--- src/rtl/txr_pkg.sv ---
package txr_pkg;
  localparam int ADDR_W = 32;
  typedef logic [ADDR_W-1:0] addr_t;

  typedef enum logic [2:0] {
    S_IDLE, S_RD_BUF, S_WT_BUF, S_RD_CTL, S_WT_CTL, S_MAC_GO, S_MAC_WT, S_STAT_WR
  } txr_state_t;

  typedef struct packed {
    logic       ok;
    logic       no_carrier;
    logic       late_coll;
    logic       underrun;
    logic       excess_coll;
    logic [4:0] coll_cnt;
  } mac_res_t;

  // Advance a ring address by one entry, wrapping after the last entry.
  function automatic addr_t ring_step(input addr_t cur, input addr_t base,
                                      input int unsigned stride, input int unsigned entries);
    addr_t last;
    last = base + addr_t'(stride * (entries - 1));
    return (cur == last) ? base : cur + addr_t'(stride);
  endfunction

  // Assemble a completion word.
  function automatic logic [31:0] pack_status(input logic [14:0] idx, input logic aborted,
                                              input mac_res_t r);
    logic [31:0] w;
    w        = '0;
    w[31]    = 1'b1;
    w[30]    = r.ok & ~aborted;
    w[29]    = aborted;
    w[28]    = r.no_carrier;
    w[26]    = r.late_coll;
    w[25]    = r.underrun;
    w[24]    = r.excess_coll;
    w[20:16] = r.coll_cnt;
    w[14:0]  = idx;
    return w;
  endfunction
endpackage

--- src/rtl/txr_ring_ptr.sv ---
module txr_ring_ptr
  import txr_pkg::*;
#(
  parameter int unsigned STRIDE  = 8,
  parameter int unsigned ENTRIES = 8
) (
  input  logic  clk,
  input  logic  rst_n,
  input  logic  load,
  input  addr_t base_in,
  input  logic  step,
  output addr_t cur
);
  addr_t base_q;

  always_ff @(posedge clk) begin
    if (!rst_n) begin
      base_q <= '0;
      cur    <= '0;
    end else if (load) begin
      base_q <= base_in;
      cur    <= base_in;
    end else if (step) begin
      cur <= ring_step(cur, base_q, STRIDE, ENTRIES);
    end
  end
endmodule

--- src/rtl/txr_stat_pack.sv ---
module txr_stat_pack
  import txr_pkg::*;
(
  input  logic [14:0] idx,
  input  logic        aborted,
  input  mac_res_t    res,
  output logic [31:0] word
);
  always_comb word = pack_status(idx, aborted, res);
endmodule

--- src/rtl/tx_ring_engine.sv ---
module tx_ring_engine
  import txr_pkg::*;
#(
  parameter int unsigned ENTRIES    = 8,
  parameter int unsigned DESC_BYTES = 8,
  parameter int unsigned STAT_BYTES = 4,
  localparam int CNT_W = $clog2(ENTRIES + 1)
) (
  input  logic              clk,
  input  logic              rst_n,
  input  logic              cfg_load,
  input  logic [31:0]       cfg_desc_base,
  input  logic [31:0]       cfg_stat_base,
  input  logic              enq_valid,
  input  logic [CNT_W-1:0]  enq_count,
  output logic              mem_req,
  output logic              mem_we,
  output logic [31:0]       mem_addr,
  output logic [31:0]       mem_wdata,
  input  logic              mem_gnt,
  input  logic              mem_rvalid,
  input  logic [31:0]       mem_rdata,
  output logic              mac_start,
  output logic [31:0]       mac_addr,
  output logic [11:0]       mac_len,
  output logic              mac_eof,
  input  logic              mac_done,
  input  logic              mac_ok,
  input  logic              mac_no_carrier,
  input  logic              mac_late_coll,
  input  logic              mac_underrun,
  input  logic              mac_excess_coll,
  input  logic [4:0]        mac_coll_cnt,
  output logic              tx_irq,
  output logic [31:0]       desc_cur,
  output logic [31:0]       stat_cur,
  output logic [CNT_W-1:0]  pending
);
  localparam int unsigned WORD_BYTES = 4;

  txr_state_t  st, st_n;
  addr_t       buf_q;
  logic        eof_q, abort_q;
  logic [14:0] idx_q;
  logic [11:0] len_q;
  mac_res_t    res_q, res_in;
  logic        mac_issued;
  logic        irq_q;
  logic [CNT_W-1:0] pend_q;
  logic [31:0] stat_word;

  // Named internal events for the checker.
  logic evt_commit, evt_mac_fire, evt_ctl_take;
  assign evt_commit   = (st == S_STAT_WR) && mem_gnt;
  assign evt_mac_fire = (st == S_MAC_GO);
  assign evt_ctl_take = (st == S_WT_CTL) && mem_rvalid;

  logic unused_rdata;
  assign unused_rdata = ^mem_rdata[14:12];

  assign res_in = '{ok: mac_ok, no_carrier: mac_no_carrier, late_coll: mac_late_coll,
                    underrun: mac_underrun, excess_coll: mac_excess_coll,
                    coll_cnt: mac_coll_cnt};

  txr_ring_ptr #(.STRIDE(DESC_BYTES), .ENTRIES(ENTRIES)) u_desc_ptr (
    .clk(clk), .rst_n(rst_n), .load(cfg_load), .base_in(cfg_desc_base),
    .step(evt_commit), .cur(desc_cur));

  txr_ring_ptr #(.STRIDE(STAT_BYTES), .ENTRIES(ENTRIES)) u_stat_ptr (
    .clk(clk), .rst_n(rst_n), .load(cfg_load), .base_in(cfg_stat_base),
    .step(evt_commit), .cur(stat_cur));

  txr_stat_pack u_pack (.idx(idx_q), .aborted(abort_q), .res(res_q), .word(stat_word));

  always_comb begin
    st_n = st;
    unique case (st)
      S_IDLE:    if (pend_q != '0) st_n = S_RD_BUF;
      S_RD_BUF:  if (mem_gnt) st_n = S_WT_BUF;
      S_WT_BUF:  if (mem_rvalid) st_n = S_RD_CTL;
      S_RD_CTL:  if (mem_gnt) st_n = S_WT_CTL;
      S_WT_CTL:  if (mem_rvalid) st_n = mem_rdata[15] ? S_STAT_WR : S_MAC_GO;
      S_MAC_GO:  st_n = S_MAC_WT;
      S_MAC_WT:  if (mac_done) st_n = S_STAT_WR;
      S_STAT_WR: if (mem_gnt) st_n = S_IDLE;
      default:   st_n = S_IDLE;
    endcase
    if (cfg_load) st_n = S_IDLE;
  end

  always_ff @(posedge clk) begin
    if (!rst_n) begin
      st         <= S_IDLE;
      buf_q      <= '0;
      eof_q      <= 1'b0;
      abort_q    <= 1'b0;
      idx_q      <= '0;
      len_q      <= '0;
      res_q      <= '0;
      mac_issued <= 1'b0;
      irq_q      <= 1'b0;
      pend_q     <= '0;
    end else begin
      st    <= st_n;
      irq_q <= evt_commit;
      if (st == S_WT_BUF && mem_rvalid) buf_q <= mem_rdata;
      if (evt_ctl_take) begin
        eof_q   <= mem_rdata[31];
        idx_q   <= mem_rdata[30:16];
        abort_q <= mem_rdata[15];
        len_q   <= mem_rdata[11:0];
        res_q   <= '0;
      end
      if (st == S_MAC_WT && mac_done) res_q <= res_in;
      if (st == S_IDLE) mac_issued <= 1'b0;
      else if (evt_mac_fire) mac_issued <= 1'b1;
      if (cfg_load) pend_q <= '0;
      else pend_q <= pend_q + (enq_valid ? enq_count : CNT_W'(0)) - CNT_W'(evt_commit);
    end
  end

  always_comb begin
    mem_req   = (st == S_RD_BUF) || (st == S_RD_CTL) || (st == S_STAT_WR);
    mem_we    = (st == S_STAT_WR);
    mem_wdata = stat_word;
    unique case (st)
      S_RD_CTL:  mem_addr = desc_cur + addr_t'(WORD_BYTES);
      S_STAT_WR: mem_addr = stat_cur;
      default:   mem_addr = desc_cur;
    endcase
  end

  assign mac_start = evt_mac_fire;
  assign mac_addr  = buf_q;
  assign mac_len   = len_q;
  assign mac_eof   = eof_q;
  assign tx_irq    = irq_q;
  assign pending   = pend_q;
endmodule

--- config.mk ---
export PLATFORM = sky130hd
export DESIGN_NAME = tx_ring_engine
export DESIGN_NICKNAME = d
export VERILOG_FILES = /design/src/rtl/txr_pkg.sv /design/src/rtl/txr_ring_ptr.sv /design/src/rtl/txr_stat_pack.sv /design/src/rtl/tx_ring_engine.sv
export SDC_FILE = /design/constraint.sdc
export NUM_CORES = 1
export LEC_CHECK = 0
export CORE_MARGIN = 2
export CORE_UTILIZATION = 43
export CTS_CLUSTER_DIAMETER = 150
export DETAILED_ROUTE_END_ITERATION = 7
export PLACE_DENSITY = 0.7
export SETUP_SLACK_MARGIN = 0.2
export SYNTH_ARGS = -nofsm -noshare
export SYNTH_HDL_FRONTEND = slang
export SYNTH_SLANG_ARGS = --single-unit
--- constraint.sdc ---
create_clock -name clk -period 4 [get_ports clk]
set_input_delay 0.8 -clock clk [delete_from_list [all_inputs] [get_ports clk]]
set_output_delay 0.8 -clock clk [all_outputs]
set_load 0.03 [all_outputs]
### After elaboration in Yosys (flattened, before gate mapping)

Index checks and enable logic that the tools add are counted.

| storage, ports and cells | value |
|---|---|
| input bits | 117 |
| register bits after elaboration | 207 |
| logic and storage cells | 75 |

| cells by class | value |
|---|---|
| reduce and logical (&&, ||, !) cells | 12 |
| equality and inequality tests | 16 |
| bitwise logic cells | 3 |
| multiplexer cells | 19 |
| $add $sub $neg | 7 |

Operator list:

| kind | count |
|---|---|
| $mux 32 | 6 |
| $add 32x3->32 const B | 2 |
| $eq 32x32->1 | 2 |
| $pmux 32 s2 | 1 |
| $add 32x4->32 const B | 1 |
| $add 32x5->32 const B | 1 |
| $add 32x6->32 const B | 1 |
| $pmux 3 s8 | 1 |
| $mux 3 | 7 |
| $mux 10 | 2 |
| $eq 3x3->1 const B | 4 |
| $ne 2x2->1 const B | 6 |
| $reduce_and 7->1 | 1 |
| $eq 3x2->1 const B | 2 |
| $add 4x4->4 | 1 |
| $logic_and 1x1->1 | 4 |
| $mux 4 | 1 |
| $reduce_bool 2->1 | 2 |
| $reduce_bool 4->1 | 1 |
| $sub 4x1->4 | 1 |
| $eq 3x1->1 const B | 1 |
| $logic_not 3->1 | 1 |
| $logic_or 1x1->1 | 2 |
| $mux 2 | 1 |
| 4 further kinds | 5 |

### Logic depth before layout (Yosys ltp)

| depth | value |
|---|---|
| depth in word-level cells | 5 |
| depth in mapped cells | 15 |
| gate-level depth less buffers | 12 |

### Cells and area by module

Synthesis repeated with hierarchy kept, for this count alone.

| second synthesis, totals | value |
|---|---|
| cell total of the unflattened synthesis | 1807 |
| area, all modules | 14179.8 um^2 |

Modules (own cells, without submodules):

| module | seq. area each (um^2) | times used | cells an instance | area an instance (um^2) |
|---|---|---|---|---|
| txr_ring_ptr (u_stat_ptr) | 1281.2 | 1 | 628 | 4944.7 |
| txr_ring_ptr (u_desc_ptr) | 1281.2 | 1 | 577 | 4619.4 |
| tx_ring_engine | 1581.5 | 1 | 568 | 4361.7 |
| txr_stat_pack | 0.0 | 1 | 34 | 254.0 |

### Worst setup path after synthesis

OpenSTA, ideal clock, no wires.

| path | value |
|---|---|
| kind | register to output |
| start point | reg u_desc_ptr.cur[5] |
| end point | out mem_addr[26] |
| arrival | 3.089 ns |
| path slack | 0.111 ns |
| stages on the path, launching flop included | 10 |
| buffers on the path | 1 |
| required time | 3.200 ns |
| cells stage by stage | dfxtp_1 -> buf_1 -> nand3_1 -> or2_2 -> nor2_1 -> nand3_1 -> or4_1 -> nor3_1 -> a21oi_1 -> o21ai_0 |

| on the way | value |
|---|---|
| word-level cells in the longest chain between the ends | 2 |

Ends and longest elaborated chain:

| item | RTL line | text |
|---|---|---|
| start, declared | txr_ring_ptr.sv:12 | `output addr_t cur` |
| start signal, assigned | txr_ring_ptr.sv:22 | `cur <= base_in;` |
| start signal, assigned | txr_ring_ptr.sv:24 | `cur <= ring_step(cur, base_q, STRIDE, ENTRIES);` |
| $add 32x3->32 | tx_ring_engine.sv:127 | `S_RD_CTL: mem_addr = desc_cur + addr_t'(WORD_BYTES);` |
| $pmux 32 s2 | tx_ring_engine.sv:126 | `unique case (st)` |
| end, declared | tx_ring_engine.sv:18 | `output logic [31:0] mem_addr,` |

No other way between the ends.

### Worst setup path after layout

| path | value |
|---|---|
| start point | reg u_desc_ptr.cur[5] |
| end point | out mem_addr[29] |

Same word-level chain as after synthesis.

==> impl.org <==
** Layout
- Cells fill about 58% of the core in the end.
- In the final layout, the multi-input gates occupy 0.00811 sq mm.
- Area growth from synthesis to final layout :: 33.4%
- Final standard cell area without fillers :: ~0.017 sq mm
- Share of cells above drive strength 1 :: a little under a tenth
- The filler cells instantiated in the layout total 2716.
- Layout Nets :: slightly below 2000
- The sequential cells in the finished layout cover a total of about 0.0042 sq mm.

** Worst setup path
- The signal on the critical path passes through nand4_1 > buf_4 > nor4_4 > nor2b_4 > buf_4 > nand3_1 > xor2_2 > a31o_2 > a21oi_4 > buf_6.
- Launching element type of the critical path :: flip-flop
- Critical Path Max Stage Delay :: roughly 500 ps
- Critical path's most frequent cell :: buf_4
- The largest individual stage delay along the critical path comes from the cell dfxtp_1.
- Reg2reg end :: u_stat_ptr.cur[31]
- Worst reg-to-reg path cell count :: 12
- Signal arrival time at the worst endpoint :: approximately 3000 ps
- Required @ worst endpoint :: roughly 3200 ps
- Category of the worst setup path capture point :: output port
- The worst setup path is of the flip-flop to output port kind.
- Setup slack, reg-to-reg :: ~330 ps
- In this run the critical register-to-register path is launched from u_stat_ptr.base_q[3].
- Critical path fanouts, max :: 8

** Floorplanning
- Total Die Area :: 0.0314 sq mm
- Boundary Pins :: 298
- CORE AREA :: just under 0.03 sq mm
- Standard-cell rows :: 63
- Die height :: 177 microns
- Horizontal extent of the die :: between 150 and 200 microns
- Initial cell density of the core :: between 40 and 50%

** Synth
- Post-Syn Instances :: 1625
- The synthesized design devotes to its leading area cell type 32.1% of total area.
- Ys flop type :: dfxtp_1
- In this run the cell area of the synthesized design comes to about 0.013 sq mm.
- Total of flip-flops plus latches after synthesis :: 207
- FFs w/ async S/R, synth :: 0%
- Mean instance size in the synthesized netlist :: a little under 8 sq um
- Cell taking the most area after synthesis :: dfxtp_1
- For this run, the number of Yosys warnings is 0.
- The synthesized netlist contains 66 unique library cells.
- Sorting the synthesized cells by area gives the leading types as dfxtp_1 (32%), mux2i_1 (9.6%), nand2_1 (7.5%), xnor2_1 (5.8%), a21boi_0 (4.1%).
- In the synthesized netlist, the cells that appear most often are nand2_1 (257), dfxtp_1 (207), mux2i_1 (124).
- Most instantiated library cell after synthesis :: nand2_1
- Proportion of synthesized chip area in sequential cells :: approximately 32%
- Number of enable flip-flop cells after synthesis :: 0

** Power and ir drop
- Total power for the finished layout comes to between 5000 and 6000 uW.
- For this design the static power due to leakage is roughly 0.0061 uW.
- Dividing total power by cell area gives a power density of around 330 mW/mm^2.
- Worst-case vdd ir drop :: between 300 and 400 uV

** GRT
- GR met3 Demand/Resource :: under 10%
- Congestion Overflow GR :: 0
- After global routing, the most crowded layer is met2.
- Global routing consumed, on the met1 layer, approximately 37% of the routing resources.
- Initial antenna violation count :: 1
- The first global-routing pass estimated a little over 70000 microns of wire.
- The via count of the first global-routing pass came to 12444.
- Largest net degree at the start of global routing :: 99
- Global routing used between 40% and 50% of the available met2 tracks.
- Global routing consumed, over all layers together, 28.6% of the routing resources.

** Timing
- Setup violations remaining at the end of the flow were counted as 0.
- After layout, the minimum clock period comes to 3800 ps.
- Pins Over Slew Limit :: 0
- Across the routed clock network, the largest skew measured is between 10 and 15 ps.
- Slew of the pin with the lowest slew margin :: between 1000 and 1500 ps
- Timing would allow up to between 0.2 and 0.3 GHz.
- Worst slew margin relative to its limit :: 25.9%
- Setup tns final :: 0 ps
- Unrepaired setup endpoints after global routing :: yes
- Of the available clock period, the critical path in the final layout requires a little over nine tenths.
- The number of endpoints with negative hold slack in the final report came to 0.

** Routing
- Residual antenna-violating net count after detailed routing :: 0
- Sum of routed wire length over all layers :: 46600 microns
- Routed len/inst :: between 20 and 25 microns
- Routed via count divided by cell count :: about 5.7
- The first routing iteration left about 1100 violations.
- The routed layout has approximately 13000 vias.
- Detailed-route DRC error count :: 0
- 1st-pass router iterations :: 7

** Clocking
- Clock Tree Root :: clkbuf_16
- CTS built an H-tree with a depth of 1.
- Clock tree from TritonCTS :: done
- Clock tree synthesis inserted a total of 24 buffers.
- After clock tree synthesis, the clock-pin slew on the worst setup and hold paths is 70 ps.
- For the worst-skew pair, the clock arrives at the later sink with an insertion delay of roughly 550 ps.
- Maximum buffer depth of the clock tree :: 3
- The clock net in this run drives a total of between 200 and 250 sinks.
- Buffers inserted to repair hold after CTS numbered 0.

** Min path
- Type of the worst min-delay path :: flip-flop to flip-flop
- End point of the most critical hold path :: mac_addr[28]
- Worst Hold Path Cells :: 2
- Origin of the worst min-delay path :: mac_addr[28]

** Place
- IO Port Bufs :: between 200 and 300
- Summing all placed instances gives a cell area of 0.0162 sq mm.
- Estimated wirelength of the detail-placed design :: ~34000 microns
- Placer's final routability congestion estimate :: roughly 0.96

** Outcome
- Outcome :: finished, final reports clean

** Job
- Maximum Capacitance Violations :: 0
## routing by layer
metal | share of wire, % | wire [microns] | vias up
met4 | 3.6 | 1660 | 0
met3 | 9.8 | 4550 | 86
met1 | 42 | 19300 | 6172
met2 | 45 | 21000 | 596
met5 | 0 | 0 | -
li1 | - | - | 6105
## per-stage QoR
stage	hold slack, ps	worst slack [ps]	std cells
floorplan	457	244	1629
global placement	450	317	2203
detailed placement	459	203	2203
CTS	464	153	2251
global route	487	126	2259
finish	462	204	2260
## flip-flops by register name, summed over array words and instances (netlist names)
signal,count
abort_q,1
idx_q,15
mac_addr,32
mac_eof,1
mac_len,12
pending,4
res_q,10
st,3
tx_irq,1
u_desc_ptr.base_q,32
u_desc_ptr.cur,32
u_stat_ptr.base_q,32
u_stat_ptr.cur,32
## layout by cell type (no fill, tap or decap), types with 5 or more instances in the layout
cell type and count:
buf_6 6, nand3_1 58, nand4_1 28, a311oi_1 6
nor2_1 43, clkbuf_1 7, o21ai_0 54, a21boi_0 71
a21oi_1 33, a22o_1 37, conb_1 6, nor4_1 5
a22oi_1 18, clkbuf_8 8, inv_1 29, and3_1 17
ha_1 9, clkbuf_16 24, nor3_1 44, dfxtp_1 204
o21ai_1 31, nand2b_1 9, buf_12 12, nor2b_1 75
clkdlybuf4s50_1 261, xnor2_1 86, o22ai_1 20, and2_1 6
and4_1 11, or3_1 12, a31oi_1 10, mux2i_1 124
a221o_1 5, nand2_1 256, buf_4 76, or4_1 5
xor2_1 59, a211oi_1 23
## what timing repair did
item / in CTS / in global routing
resized for setup: 24 / 29
setup endpoints to repair: 24 / 67
setup buffers: 4 / 7
pin swaps: 2 / 10
cloned: 0 / 1
## worst max-delay path, delay by kind of cell, from the launching register on
kind	cells	cell delay, ps
flip-flops	1	490
XOR/XNOR	1	200
AND/OR/NAND/NOR	4	770
buffers and inverters	3	490
AO/OA/AOI/OAI	2	480
## cells by family after synthesis
family / synth area share (%)
AOI/OAI and AO/OA: 17.7
xor gates and xnor gates: 9.90
adders and majority gates: 1.22
buffers and inverters: 6.29
DFF: 32.1
muxes: 10.0
other: 0.0582
and+or+nand+nor: 22.7
## final cells by class
class	instances	area share, %
clock inverters	5	0.581
well taps	390	2.83
repair buffers	360	20.5
flip-flops and latches	207	24.1
multi-input cells	1228	47.1
inverters	30	0.654
diodes	1	0.0145
clock buffers	39	4.28
## worst max path at each step
stage | from | end | slack [ps] | cells after the start
global route | u_desc_ptr.cur[4] | mem_addr[29] | 130 | 11
CTS | u_desc_ptr.cur[3] | mem_addr[27] | 150 | 9
finish | u_desc_ptr.cur[5] | mem_addr[29] | 200 | 10
floorplan | u_desc_ptr.cur[18] | mem_addr[23] | 240 | 9
global placement | u_desc_ptr.base_q[3] | u_desc_ptr.cur[19] | 320 | 13
detailed placement | u_stat_ptr.base_q[2] | u_stat_ptr.cur[31] | 200 | 11
## report_power, final
group	internal [uW]	switching, uW
sequential	2150	162
clock	1390	942
combinational	523	576
total	4060	1680
(Power assumes the default switching activity.)
